===== src/rtl/dcr_pkg.sv =====
`timescale 1ns/1ps
package dcr_pkg;
  typedef enum logic {CH_IDLE = 1'b0, CH_RUN = 1'b1} ch_state_e;

  typedef struct packed {
    logic hw_en;
    logic req_pend;
    logic req_lost;
    logic irq_ch;
    logic irq_pat;
    logic wrap_src;
    logic wrap_dst;
    logic last_xfer;
  } ch_flags_t;
endpackage


===== src/rtl/dcr_kill_seq.sv =====
`timescale 1ns/1ps
module dcr_kill_seq (
  input  logic clk,
  input  logic rst,
  input  logic kill_wr,
  input  logic bus_busy,
  output logic kill_pend,
  output logic kill_fire
);
  // Completion happens only in a cycle with no access in flight.
  assign kill_fire = kill_pend && !bus_busy;

  always_ff @(posedge clk) begin
    if (rst)            kill_pend <= 1'b0;
    else if (kill_wr)   kill_pend <= 1'b1;
    else if (kill_fire) kill_pend <= 1'b0;
  end

  assert_kill_visible_R1: assert property (@(posedge clk) disable iff (rst)
    kill_wr |=> kill_pend);
  assert_wait_inflight_R2: assert property (@(posedge clk) disable iff (rst)
    (kill_pend && bus_busy) |=> kill_pend);
  assert_fall_idle_bus_R2: assert property (@(posedge clk) disable iff (rst)
    $fell(kill_pend) |-> $past(!bus_busy));
endmodule


===== src/rtl/dcr_req_gate.sv =====
`timescale 1ns/1ps
module dcr_req_gate #(
  parameter int HWL = 2
) (
  input  logic           hw_en,
  input  logic [HWL-1:0] hw_req,
  input  logic           sw_req,
  input  logic           kill_wr,
  input  logic           kill_pend,
  output logic           req_now
);
  logic [HWL-1:0] hw_gated;

  genvar gi;
  generate
    for (gi = 0; gi < HWL; gi++) begin : g_line
      assign hw_gated[gi] = hw_req[gi] & hw_en;
    end
  endgenerate

  // A reset being written or pending discards every request.
  assign req_now = ((|hw_gated) || sw_req) && !kill_wr && !kill_pend;
endmodule


===== src/rtl/dcr_addr_regs.sv =====
`timescale 1ns/1ps
module dcr_addr_regs #(
  parameter int AW = 16
) (
  input  logic          clk,
  input  logic          rst,
  input  logic          cfg_wr,
  input  logic [AW-1:0] cfg_src,
  input  logic [AW-1:0] cfg_dst,
  input  logic [AW-1:0] cfg_shadow,
  input  logic [AW-1:0] cfg_src_wrap,
  input  logic [AW-1:0] cfg_dst_wrap,
  input  logic          beat,
  input  logic          kill_fire,
  output logic [AW-1:0] src_addr,
  output logic [AW-1:0] dst_addr,
  output logic [AW-1:0] shadow_addr,
  output logic          shadow_nz
);
  localparam logic [AW-1:0] STEP = AW'(1);

  logic [AW-1:0] swrap_q, dwrap_q;

  always_ff @(posedge clk) begin
    if (rst) begin
      swrap_q <= '0;
      dwrap_q <= '0;
    end else if (cfg_wr) begin
      swrap_q <= cfg_src_wrap;
      dwrap_q <= cfg_dst_wrap;
    end
  end

  always_ff @(posedge clk) begin
    if (rst) begin
      src_addr    <= '0;
      dst_addr    <= '0;
      shadow_addr <= '0;
    end else if (kill_fire) begin
      src_addr    <= swrap_q;
      dst_addr    <= dwrap_q;
      shadow_addr <= '0;
    end else if (cfg_wr) begin
      src_addr    <= cfg_src;
      dst_addr    <= cfg_dst;
      shadow_addr <= cfg_shadow;
    end else if (beat) begin
      src_addr <= src_addr + STEP;
      dst_addr <= dst_addr + STEP;
    end
  end

  assign shadow_nz = |shadow_addr;

  assert_load_boundary_R4: assert property (@(posedge clk) disable iff (rst)
    kill_fire |=> (src_addr == $past(swrap_q) && dst_addr == $past(dwrap_q)
                   && shadow_addr == '0));
  assert_addr_step_R10: assert property (@(posedge clk) disable iff (rst)
    (beat && !kill_fire && !cfg_wr) |=> (src_addr == $past(src_addr) + STEP));
endmodule


===== src/rtl/dcr_xfer_ctl.sv =====
`timescale 1ns/1ps
module dcr_xfer_ctl
  import dcr_pkg::*;
#(
  parameter int CW = 8
) (
  input  logic          clk,
  input  logic          rst,
  input  logic          req_now,
  input  logic          kill_fire,
  input  logic          bus_done,
  input  logic          shadow_nz,
  input  logic          cfg_wr,
  input  logic [CW-1:0] cfg_reload,
  input  logic          hwen_wr,
  input  logic          hwen_val,
  input  logic          evt_pat,
  input  logic          evt_src_wrap,
  input  logic          evt_dst_wrap,
  output ch_flags_t     flags,
  output logic [CW-1:0] tcount,
  output logic          run,
  output logic          beat
);
  localparam logic [CW-1:0] CNT_ONE = CW'(1);

  ch_state_e     st_q, st_n;
  ch_flags_t     fl_n;
  logic [CW-1:0] cnt_n, reload_q;
  logic          start;
  logic          ends;

  assign run  = (st_q == CH_RUN);
  assign beat = run && bus_done;
  assign ends = beat && (tcount <= CNT_ONE);

  always_ff @(posedge clk) begin
    if (rst)         reload_q <= '0;
    else if (cfg_wr) reload_q <= cfg_reload;
  end

  always_comb begin
    st_n  = st_q;
    cnt_n = tcount;
    fl_n  = flags;
    start = 1'b0;
    if (hwen_wr)      fl_n.hw_en    = hwen_val;
    if (evt_pat)      fl_n.irq_pat  = 1'b1;
    if (evt_src_wrap) fl_n.wrap_src = 1'b1;
    if (evt_dst_wrap) fl_n.wrap_dst = 1'b1;
    if (run) begin
      if (beat) cnt_n = (tcount == '0) ? '0 : tcount - CNT_ONE;
      if (ends) begin
        fl_n.irq_ch    = 1'b1;
        fl_n.last_xfer = 1'b1;
        if (flags.req_pend) begin
          start         = 1'b1;
          fl_n.req_pend = req_now;
        end else if (req_now) begin
          start = 1'b1;
        end else begin
          st_n = CH_IDLE;
        end
      end else if (req_now) begin
        if (flags.req_pend) fl_n.req_lost = 1'b1;
        else                fl_n.req_pend = 1'b1;
      end
    end else if (req_now) begin
      start          = 1'b1;
      st_n           = CH_RUN;
      fl_n.last_xfer = 1'b0;
    end
    if (start && shadow_nz) cnt_n = reload_q;
  end

  always_ff @(posedge clk) begin
    if (rst || kill_fire) begin
      st_q   <= CH_IDLE;
      tcount <= '0;
      flags  <= '0;
    end else begin
      st_q   <= st_n;
      tcount <= cnt_n;
      flags  <= fl_n;
    end
  end

  assert_cnt_rise_start_R7: assert property (@(posedge clk) disable iff (rst)
    (tcount > $past(tcount)) |-> $past(start));
  assert_lost_needs_pend_R11: assert property (@(posedge clk) disable iff (rst)
    $rose(flags.req_lost) |-> $past(flags.req_pend));
  assert_irq_on_done_R10: assert property (@(posedge clk) disable iff (rst)
    $rose(flags.irq_ch) |-> $past(bus_done && run));
endmodule


===== src/rtl/dma_chan_ctl.sv =====
`timescale 1ns/1ps
module dma_chan_ctl
  import dcr_pkg::*;
#(
  parameter int AW  = 16,
  parameter int CW  = 8,
  parameter int HWL = 2
) (
  input  logic           clk,
  input  logic           rst,
  input  logic           kill_wr,
  input  logic           hwen_wr,
  input  logic           hwen_val,
  input  logic           sw_req,
  input  logic [HWL-1:0] hw_req,
  input  logic           cfg_wr,
  input  logic [CW-1:0]  cfg_reload,
  input  logic [AW-1:0]  cfg_src,
  input  logic [AW-1:0]  cfg_dst,
  input  logic [AW-1:0]  cfg_shadow,
  input  logic [AW-1:0]  cfg_src_wrap,
  input  logic [AW-1:0]  cfg_dst_wrap,
  input  logic           evt_pat,
  input  logic           evt_src_wrap,
  input  logic           evt_dst_wrap,
  input  logic           bus_busy,
  input  logic           bus_done,
  output logic           kill_busy,
  output logic           hw_en,
  output logic           req_pend,
  output logic           req_lost,
  output logic           irq_ch,
  output logic           irq_pat,
  output logic           src_wrapped,
  output logic           dst_wrapped,
  output logic           last_xfer,
  output logic [CW-1:0]  tcount,
  output logic [AW-1:0]  src_addr,
  output logic [AW-1:0]  dst_addr,
  output logic [AW-1:0]  shadow_addr,
  output logic           bus_req
);
  ch_flags_t flags;
  logic kill_pend, kill_fire, req_now, run, beat, shadow_nz;

  dcr_kill_seq u_kill (
    .clk(clk), .rst(rst), .kill_wr(kill_wr), .bus_busy(bus_busy),
    .kill_pend(kill_pend), .kill_fire(kill_fire)
  );

  dcr_req_gate #(.HWL(HWL)) u_gate (
    .hw_en(flags.hw_en), .hw_req(hw_req), .sw_req(sw_req),
    .kill_wr(kill_wr), .kill_pend(kill_pend), .req_now(req_now)
  );

  dcr_xfer_ctl #(.CW(CW)) u_xfer (
    .clk(clk), .rst(rst), .req_now(req_now), .kill_fire(kill_fire),
    .bus_done(bus_done), .shadow_nz(shadow_nz), .cfg_wr(cfg_wr),
    .cfg_reload(cfg_reload), .hwen_wr(hwen_wr), .hwen_val(hwen_val),
    .evt_pat(evt_pat), .evt_src_wrap(evt_src_wrap), .evt_dst_wrap(evt_dst_wrap),
    .flags(flags), .tcount(tcount), .run(run), .beat(beat)
  );

  dcr_addr_regs #(.AW(AW)) u_addr (
    .clk(clk), .rst(rst), .cfg_wr(cfg_wr), .cfg_src(cfg_src),
    .cfg_dst(cfg_dst), .cfg_shadow(cfg_shadow), .cfg_src_wrap(cfg_src_wrap),
    .cfg_dst_wrap(cfg_dst_wrap), .beat(beat), .kill_fire(kill_fire),
    .src_addr(src_addr), .dst_addr(dst_addr), .shadow_addr(shadow_addr),
    .shadow_nz(shadow_nz)
  );

  assign kill_busy   = kill_pend;
  assign hw_en       = flags.hw_en;
  assign req_pend    = flags.req_pend;
  assign req_lost    = flags.req_lost;
  assign irq_ch      = flags.irq_ch;
  assign irq_pat     = flags.irq_pat;
  assign src_wrapped = flags.wrap_src;
  assign dst_wrapped = flags.wrap_dst;
  assign last_xfer   = flags.last_xfer;
  // No new access is requested once a reset is pending.
  assign bus_req     = run && !kill_pend;

  assert_clear_on_done_R3: assert property (@(posedge clk) disable iff (rst)
    $fell(kill_pend) |-> (flags == '0 && tcount == '0 && shadow_addr == '0));
  assert_no_start_killing_R8: assert property (@(posedge clk) disable iff (rst)
    $rose(run) |-> $past(!kill_pend && !kill_wr));
endmodule


===== config.mk =====
export PLATFORM = sky130hd
export DESIGN_NAME = dma_chan_ctl
export DESIGN_NICKNAME = d
export VERILOG_FILES = /design/src/rtl/dcr_pkg.sv /design/src/rtl/dcr_kill_seq.sv /design/src/rtl/dcr_req_gate.sv /design/src/rtl/dcr_addr_regs.sv /design/src/rtl/dcr_xfer_ctl.sv /design/src/rtl/dma_chan_ctl.sv
export SDC_FILE = /design/constraint.sdc
export NUM_CORES = 1
export LEC_CHECK = 0
export ABC_CLOCK_PERIOD_IN_PS = 3700
export BUFFER_PORTS_ARGS = -buffer_cell sky130_fd_sc_hd__buf_2
export CAP_MARGIN = 15
export CORE_MARGIN = 3
export CORE_UTILIZATION = 45
export CTS_BUF_LIST = sky130_fd_sc_hd__clkbuf_8
export CTS_CLUSTER_SIZE = 8
export DETAILED_ROUTE_END_ITERATION = 16
export PLACE_DENSITY = 0.75
export SYNTH_ARGS = -nofsm -noshare
export SYNTH_HDL_FRONTEND = slang
export SYNTH_SLANG_ARGS = --single-unit

===== constraint.sdc =====
create_clock -name clk -period 3.7 [get_ports clk]
set_clock_uncertainty 0.05 [all_clocks]
set_input_delay 0.37 -clock clk [delete_from_list [all_inputs] [get_ports clk]]
set_output_delay 0.37 -clock clk [all_outputs]
set_load 0.01 [all_outputs]

==> results of run 1 <==
## layout by cell type (no fill, tap or decap), types with 4 or more instances in the layout
master | netlist | routed
nand4_1 | 7 | 7
ha_1 | 5 | 5
a2111oi_1 | 5 | 5
a211oi_1 | 7 | 7
a31oi_1 | 7 | 7
o21ai_0 | 27 | 27
a311oi_1 | 4 | 4
buf_2 | 18 | 166
dfxtp_1 | 106 | 106
o21a_1 | 5 | 5
and3_1 | 12 | 12
and4_1 | 4 | 4
clkbuf_8 | 0 | 9
o211ai_1 | 7 | 7
nand3_1 | 20 | 20
xor2_1 | 5 | 5
nor3b_1 | 5 | 5
buf_4 | 1 | 6
nand2b_1 | 4 | 4
mux2i_1 | 61 | 61
nor3_1 | 5 | 5
nand2_1 | 45 | 45
nor2_1 | 102 | 102
a21oi_1 | 34 | 34
xnor2_1 | 10 | 10
inv_1 | 6 | 6
nor4_1 | 10 | 10
## synth_stat cells (10+ instances only)
master    number  area share, %
dfxtp_1      106             41
a21oi_1       34            3.3
buf_2         18            1.7
and3_1        12            1.4
o21ai_0       27            2.6
nor2_1       102            7.4
nand3_1       20            1.9
xnor2_1       10            1.7
clkbuf_1      12           0.87
nand2_1       45            3.2
nor4_1        10            1.2
mux2i_1       61             12
## flip-flops by register name, summed over array words and instances, names as in the netlist
name and flops:
u_addr.dst_addr 16, u_addr.dwrap_q 16, u_addr.shadow_addr 16, u_addr.src_addr 16, u_addr.swrap_q 16, u_xfer.flags 8
u_xfer.reload_q 8, u_xfer.tcount 8, u_kill.kill_pend 1, u_xfer.run 1
## routing by layer
metal,wire length [µm],share of wire (%),vias to the layer above,GRT usage (%)
met5,0,0,-,0
met4,410,2.8,0,9.46
met3,980,6.8,32,4.67
met2,6820,47,179,36.4
met1,6200,43,2312,27.8
li1,-,-,2443,-
## cell families (layout without fill, tap and decap cells)
group | after synthesis | after routing
adders and majority gates | 5 | 5
muxes | 62 | 62
buffers and inverters | 46 | 195
xor gates and xnor gates | 15 | 15
and+or+nand+nor | 239 | 239
AOI/OAI and AO/OA | 123 | 123
DFF | 106 | 106
## worst max-delay path, stage by stage, from the launching register on
cell       delay (ns)
dfxtp_1          0.46
nor2b_2          0.59
nor2_2           0.29
nand2_4          0.31
nor2_1           0.07
a2111oi_1        0.39
## through the flow
stage | total power, mW | cells | cell area, µm² | setup WS [ns] | hold WS [ns]
finish | 2.45 | 885 | 6240 | 1.42 | 0.142
global route | 2.57 | 885 | 6240 | 1.18 | 0.142
CTS | 2.47 | 885 | 6240 | 1.43 | 0.131
detailed placement | 1.74 | 869 | 6030 | 1.40 | 0.399
global placement | 1.72 | 869 | 6030 | 1.47 | 0.394
floorplan | 1.57 | 596 | 5210 | 1.99 | 0.381
## path summary, 6_finish.rpt
path	start	endpoint	cells past startpoint
worst max-delay path	u_kill.kill_pend	u_addr.src_addr[5]	5
worst min-delay path	evt_pat	u_xfer.flags[3]	3
worst max register to register	u_kill.kill_pend	u_addr.src_addr[5]	5
worst min register to register	u_addr.swrap_q[0]	u_addr.src_addr[0]	2
## layout make-up
type	instances	area [µm²]	share of cell area (%)
repair buffers	172	876	14.0
flip-flops and latches	106	2120	34.0
clock buffers	9	124	1.99
multi-input cells	444	2840	45.5
clock inverters	7	77.6	1.24
inverters	7	26.3	0.421
well taps	140	175	2.81
## power by group
part / total (mW) / internal [mW] / switching, mW
clock: 0.740 / 0.319 / 0.421
combinational: 0.425 / 0.192 / 0.233
sequential: 1.29 / 1.21 / 0.0738
total: 2.45 / 1.72 / 0.727
==> results.toml, run 1 <==
[status]
status = "complete, no violations"

[yosys]
synthesis.area_per_instance_um2 = 8.74
synth_top_family_by_area = "simple AND/OR/NAND/NOR gates"
async_flop_share_pct = 0
synth_cell_types = 70
syn_inst = 596
syn_nets = 703
synth_xor_area_share_pct = 2.52
netlist_area_mm2 = 0.00521
synthMuxAreaShare_pct = 11.9
synth-compound-area-share_pct = 15.8
synth-edff-count = 0
synthAdderAreaFrac_pct = 1.20
yosysWarnings = 0
synth_seq_cells = 106
yosys.area_share.simple_pct = 23.0
synth-main-ff-cell = "dfxtp_1"
yosysSeqAreaShare_pct = 40.8

[clocking]
numCtsBuffers = 9
cts_sinks = 106
cts_resized = 0
clk_pin_slew_ns = 0.11
cts_tree = "done"
insertion_delay_ns = 0.38
clockBufferDepth = 2
cts_max_level = 3
holdBufCountCts = 0
cts_root_buf = "clkbuf_8"
cts_setup_buffers = 0

[finish]
utilization_pct = 56.3
layout.nets = 847
drive_gt1_share_pct = 28.2
antenna_cells = 0
syn2layout_area_growth_pct = 19.8
nFillCells = 1017

[route]
drtPass1Iterations = 5
routedWlPerCell_um = 16.3
drt_iter0_drc = 348
vias = 4966
drtAntennaViolNets = 0
post_drt_via_cell_ratio = 5.61
drc = 0
wl_um = 14400

[place]
gp_congestion = 0.906
dp_hpwl_um = 10600
port_buffers = 167

[timing]
tightest_slew_ns = 0.895
min_period_over_period_pct = 61.7
rsz0062_at_grt = "no"
fmax_ghz = 0.438
setup_viol = 0
timing.slew.headroom_pct = 40.3
finalHoldViolations = 0
finalMaxSlewViolations = 0
tns_ns = 0
fin_crit_ns = 2.28

[die]
fp.dieH_um = 114
dieArea_mm2 = 0.0129
die_width_um = 114
rows = 38
boundaryPins = 168
initial_core_util_pct = 47.0
core-area_mm2 = 0.0111

[worst_setup_path]
required_ns = 3.91
cp-end-kind = "flip-flop"
crit_arrival_ns = 2.49
crit_type = "flip-flop to flip-flop"
critPathLaunchType = "flip-flop"
r2r_slack_ns = 1.42
path_max_fanout = 21

[grt]
antenna_found_initial = 0
grt_max_degree = 76
grt_pass1_vias = 4839
grt_pass1_wl_um = 23300
grt_use_total_pct = 22.0
overflow = 0

[pwr]
ir_drop_mv = 0.258
p_leak_nw = 2.83
p_per_area_mw_per_mm2 = 393

[worst_hold_path]
hold_class = "primary input to flip-flop"

[job]
drv_cap = 0
Power figures use the tool's default switching activity.
==> run 2, diff against run 1 <==
--- a/config.mk
+++ b/config.mk
@@ -5,7 +5,7 @@
 export SDC_FILE = /design/constraint.sdc
 export NUM_CORES = 1
 export LEC_CHECK = 0
-export ABC_CLOCK_PERIOD_IN_PS = 3700
+export ABC_CLOCK_PERIOD_IN_PS = 2009
 export BUFFER_PORTS_ARGS = -buffer_cell sky130_fd_sc_hd__buf_2
 export CAP_MARGIN = 15
 export CORE_MARGIN = 3
@@ -13,7 +13,7 @@
 export CTS_BUF_LIST = sky130_fd_sc_hd__clkbuf_8
 export CTS_CLUSTER_SIZE = 8
 export DETAILED_ROUTE_END_ITERATION = 16
-export PLACE_DENSITY = 0.75
+export PLACE_DENSITY = 0.78
 export SYNTH_ARGS = -nofsm -noshare
 export SYNTH_HDL_FRONTEND = slang
 export SYNTH_SLANG_ARGS = --single-unit
==> constraint.sdc (replaced) <==
create_clock -name clk -period 2.01 [get_ports clk]
set_clock_uncertainty 0.05 [all_clocks]
set_input_delay 0.201 -clock clk [delete_from_list [all_inputs] [get_ports clk]]
set_output_delay 0.201 -clock clk [all_outputs]
set_load 0.01 [all_outputs]
==> run 2 against run 1 <==
Final cell count is 6.7% higher. Clock power up 100%. Combinational power increased by 110%. Highest routed layer unchanged. Critical endpoint is now u_xfer.tcount[1]. Largest cell class unchanged. Sequential power rose by 83%.
==> results.toml, run 2 (synthesis results as in run 1) <==
[worst_setup_path]
crit_type = "flip-flop to flip-flop"
critPathLaunchType = "flip-flop"
required_ns = 2.28
path_max_fanout = 16
r2r_slack_ns = 0.19
crit_arrival_ns = 2.09
slowest_stage = "dfxtp_1"
slowest_delay_ns = 0.40
reg2reg_to = "u_xfer.tcount[1]"
cp_cell_sequence = "inv_1 > ha_1 > nor2_1 > and4b_4 > o211ai_4 > buf_12 > o21ai_0 > a21oi_1"
worst_r2r_path_depth = 8
rr_startpoint = "u_xfer.tcount[0]"
cp-end-kind = "flip-flop"

[clocking]
cts_root_buf = "clkbuf_8"
insertion_delay_ns = 0.39
cts_max_level = 3
clk_pin_slew_ns = 0.10
cts_sinks = 106
numCtsBuffers = 9
cts_tree = "done"
clockBufferDepth = 2

[grt]
overflow = 0
grt_use_total_pct = 24.0
grt_pass1_wl_um = 25100
grt_max_degree = 49
antenna_found_initial = 1
grt_pass1_vias = 5216

[die]
fp.dieH_um = 114
core-area_mm2 = 0.0111
initial_core_util_pct = 47.0
dieArea_mm2 = 0.0129
boundaryPins = 168
die_width_um = 114
rows = 38

[route]
vias = 5218
drtPass1Iterations = 5
drt_iter0_drc = 249
wl_um = 15500
routedWlPerCell_um = 16.5
post_drt_via_cell_ratio = 5.53
drtAntennaViolNets = 0
drc = 0

[status]
status = "complete, no violations"

[finish]
nFillCells = 972
multiInputGateArea_mm2 = 0.00284
layout.nets = 904
final_cell_mix = "buf_2 (166), dfxtp_1 (106), nor2_1 (102)"
seq_area_mm2 = 0.00212
drive_gt1_share_pct = 28.2
syn2layout_area_growth_pct = 31.6
layout_commonest_cell = "buf_2"

[pwr]
ir_drop_mv = 0.552
p_per_area_mw_per_mm2 = 693
p_leak_nw = 3.10
p_total_mw = 4.75

[place]
port_buffers = 167
gp_congestion = 0.866
dp_hpwl_um = 11300

[timing]
finalHoldViolations = 0
rsz0062_at_grt = "no"
setup_viol = 0
timing.slew.headroom_pct = 57.2
tns_ns = 0
fmax_ghz = 0.550
tightest_slew_ns = 0.636
finalMaxSlewViolations = 0
min_period_over_period_pct = 90.5
fin_crit_ns = 1.82

[worst_hold_path]
min_from = "cfg_reload[1]"
holdPathStages = 3
whs_endpoint = "u_xfer.reload_q[1]"
hold_class = "primary input to flip-flop"

[job]
drv_cap = 0
-- run 2: cell type report --
type	count	share of cell area, %
diodes	2	0.0731
clock buffers	9	1.81
clock inverters	7	1.46
inverters	7	0.384
multi-input cells	444	41.5
flip-flops and latches	106	31.0
well taps	140	2.56
repair buffers	229	21.3
-- run 2: per-stage QoR --
step / hold slack [ns] / std cells / setup WS, ns / utilization, % / instance area [µm²]
2_1_floorplan: 0.267 / 596 / 0.303 / - / 5210
3_3_place_gp: 0.361 / 884 / 0.248 / 55.8 / 6180
3_5_place_dp: 0.369 / 884 / 0.0856 / 55.8 / 6180
4_1_cts: 0.000963 / 939 / 0.0690 / 61.4 / 6800
5_1_grt: 0.00270 / 943 / 0.0347 / 61.8 / 6850
6_report: 0.0139 / 944 / 0.192 / 61.8 / 6850
-- run 2: what timing repair did --
| item | CTS | global route |
|---|---|---|
| gates resized for setup | 0 | 1 |
| hold buffers | 39 | 2 |
| hold endpoints to repair | 39 | 2 |
| endpoints found under the setup margin | 0 | 10 |
| setup buffers | 0 | 1 |
-- run 2: critical path: cells and delay by family, from the launching register on --
kind | cells | cell delay, ns
simple gates | 2 | 0.39
buf+inv | 2 | 0.25
fa+ha+maj | 1 | 0.25
compound gates | 3 | 0.41
flops | 1 | 0.40
-- run 2: where the power goes --
part	total, mW	internal, mW	switching [mW]
clock	1.48	0.710	0.772
combinational	0.899	0.439	0.460
sequential	2.36	2.23	0.132
-- run 2: how the worst max path moves through the flow --
| stage | from | endpoint | slack (ns) | cells past startpoint |
|---|---|---|---|---|
| final | u_xfer.tcount[0] | u_xfer.tcount[1] | 0.19 | 8 |
| after global placement | u_xfer.tcount[0] | u_xfer.tcount[0] | 0.25 | 7 |
| after global routing | u_kill.kill_pend | u_addr.src_addr[2] | 0.03 | 5 |
| after CTS | u_xfer.tcount[0] | u_xfer.tcount[3] | 0.07 | 7 |
| after floorplan | u_xfer.tcount[0] | u_xfer.tcount[5] | 0.30 | 8 |
| after detailed placement | u_xfer.tcount[0] | u_xfer.tcount[3] | 0.09 | 7 |
-- run 2: metal layers --
metal | vias to the layer above | part of all wire, % | track usage (%)
met5 | - | 0 | 0
met4 | 0 | 2.0 | 9.38
met3 | 28 | 6.3 | 5.62
met2 | 173 | 50 | 41.3
met1 | 2466 | 41 | 29.1
li1 | 2551 | - | -
==> run 3, diff against run 2 <==
--- a/config.mk
+++ b/config.mk
@@ -9,11 +9,11 @@
 export BUFFER_PORTS_ARGS = -buffer_cell sky130_fd_sc_hd__buf_2
 export CAP_MARGIN = 15
 export CORE_MARGIN = 3
-export CORE_UTILIZATION = 45
+export CORE_UTILIZATION = 35
 export CTS_BUF_LIST = sky130_fd_sc_hd__clkbuf_8
 export CTS_CLUSTER_SIZE = 8
 export DETAILED_ROUTE_END_ITERATION = 16
-export PLACE_DENSITY = 0.78
+export PLACE_DENSITY = 0.64
 export SYNTH_ARGS = -nofsm -noshare
 export SYNTH_HDL_FRONTEND = slang
 export SYNTH_SLANG_ARGS = --single-unit
==> run 3 against run 2 <==
Combinational power rose by 3.8%. Critical path depth did not move. First-iteration DRC count rose by 10%. Clock power fell by 11%. Final area rose by 3.1%. Flip-flop and latch count did not move. Largest cell class unchanged. Largest power group unchanged.
==> results.toml, run 3 (synthesis results as in run 1) <==
[route]
vias = 5099
wl_um = 15600
post_drt_via_cell_ratio = 5.08
drc = 0
routedWlPerCell_um = 15.5
drt_iter0_drc = 274
drtPass1Iterations = 4
drtAntennaViolNets = 0

[timing]
rsz0062_at_grt = "no"
tns_ns = 0
fin_ws_ns = 0.222
timing.slew.headroom_pct = 61.5
fmax_ghz = 0.559
setup_viol = 0
finalHoldViolations = 0
finalMaxSlewViolations = 0
fin_crit_ns = 1.79
tightest_slew_ns = 0.573
min_period_over_period_pct = 89.0

[worst_setup_path]
crit_arrival_ns = 2.06
path_max_fanout = 12
path_buf_inv = 2
r2r_slack_ns = 0.22
crit_type = "flip-flop to flip-flop"
cp-end-kind = "flip-flop"
required_ns = 2.28
critPathLaunchType = "flip-flop"
cp_cell_sequence = "inv_1 > ha_1 > nor2_1 > and4b_4 > o211ai_4 > buf_12 > o21ai_0 > a21oi_1"
slowest_delay_ns = 0.40
cp_top_family = "compound AO/OA/AOI/OAI gates"
slowest_stage = "dfxtp_1"

[pwr]
netSwitchingPower_mw = 1.31
power.internal_mw = 3.29
clkPwrFrac_pct = 28.5
combPwrFrac_pct = 20.3
seq_power_share_pct = 51.2
sw_frac_of_total_pct = 28.4
p_leak_nw = 3.20
ir_drop_mv = 0.300
p_per_area_mw_per_mm2 = 651

[status]
status = "complete, no violations"

[finish]
final-instance-count-excl-fill = 1004
layout_commonest_cell = "buf_2"
utilization_pct = 49.7
drive_gt1_share_pct = 27.8
layout.nets = 926
final_cell_mix = "buf_2 (166), dfxtp_1 (106), nor2_1 (102)"
fin_area_mm2 = 0.00706
syn2layout_area_growth_pct = 35.6

[place]
postPlaceCellArea_mm2 = 0.00626
dp_hpwl_um = 11100
gp_congestion = 0.835
dp_slack_ns = 0.136
dp.cells = 927
port_buffers = 167

[clocking]
cts_tree = "done"
cts_max_level = 3
cts_resized = 0
cts_root_buf = "clkbuf_8"
clk_pin_slew_ns = 0.10
numCtsBuffers = 9
cts_sinks = 106
clockBufferDepth = 2
insertion_delay_ns = 0.38

[die]
dieArea_mm2 = 0.0164
initial_core_util_pct = 36.7
core-area_mm2 = 0.0142
boundaryPins = 168
rows = 43
fp.dieH_um = 128
die_width_um = 128

[grt]
grt_use_total_pct = 18.7
grt_max_degree = 57
grt_pass1_vias = 4743
overflow = 0
grt_pass1_wl_um = 24600
antenna_found_initial = 1

[job]
drv_cap = 0

[worst_hold_path]
hold_class = "primary input to flip-flop"
==> run 3: cell types whose count changed in the layout (fill, tap and decap cells not counted), moves of 2 or more <==
cell	delta
buf_4	+6
inv_6	-2
inv_1	+2
clkinvlp_4	-3
dlygate4sd3_1	+16
clkinv_2	+2
==> run 3: final cells by class <==
| type | count | area, µm² |
|---|---|---|
| fillers | 1348 | 7150 |
| diodes | 1 | 2.50 |
| repair buffers | 251 | 1660 |
| clock buffers | 10 | 138 |
| well taps | 180 | 225 |
| clock inverters | 5 | 47.5 |
| multi-input cells | 444 | 2840 |
| flip-flops and latches | 106 | 2120 |
| inverters | 7 | 26.3 |
==> run 3: through the flow <==
stage	hold WS (ns)	power [mW]
floorplan	0.267	2.89
global placement	0.354	3.23
detailed placement	0.364	3.24
CTS	0.000833	4.63
global route	0.0268	4.83
finish	0.0146	4.60
==> run 3: path summary, 6_finish.rpt <==
check | from | to | depth (start not counted)
min reg2reg | u_addr.swrap_q[0] | u_addr.src_addr[0] | 2
max | u_xfer.tcount[0] | u_xfer.tcount[7] | 8
min | cfg_dst_wrap[0] | u_addr.dwrap_q[0] | 3
max reg2reg | u_xfer.tcount[0] | u_xfer.tcount[7] | 8
==> run 3: worst min-delay path: cells and delay by family <==
family | cells | cell delay (ns)
buf+inv | 1 | 0.08
mux | 1 | 0.06
simple gates | 1 | 0.07
==> run 3: power groups by stage <==
stage | sequential [mW] | combinational (mW) | clock [mW]
after floorplan | 2.42 | 0.476 | 0
after global placement | 2.40 | 0.835 | 0
after detailed placement | 2.40 | 0.840 | 0
after CTS | 2.35 | 0.929 | 1.35
after global routing | 2.37 | 1.03 | 1.43
final | 2.35 | 0.933 | 1.31
==> run 3: what timing repair did <==
action                     4_1_cts  5_1_grt
setup endpoints to repair        0        6
setup buffers                    0        4
hold buffers                    57        0
hold endpoints to repair        56        0
==> run 3: metal layers <==
layer	track usage (%)	part of all wire, %	vias up
li1	-	-	2593
met3	3.58	5.5	24
met1	24.9	45	2327
met5	0	0	-
met4	7.30	2.6	0
met2	30.0	46	155
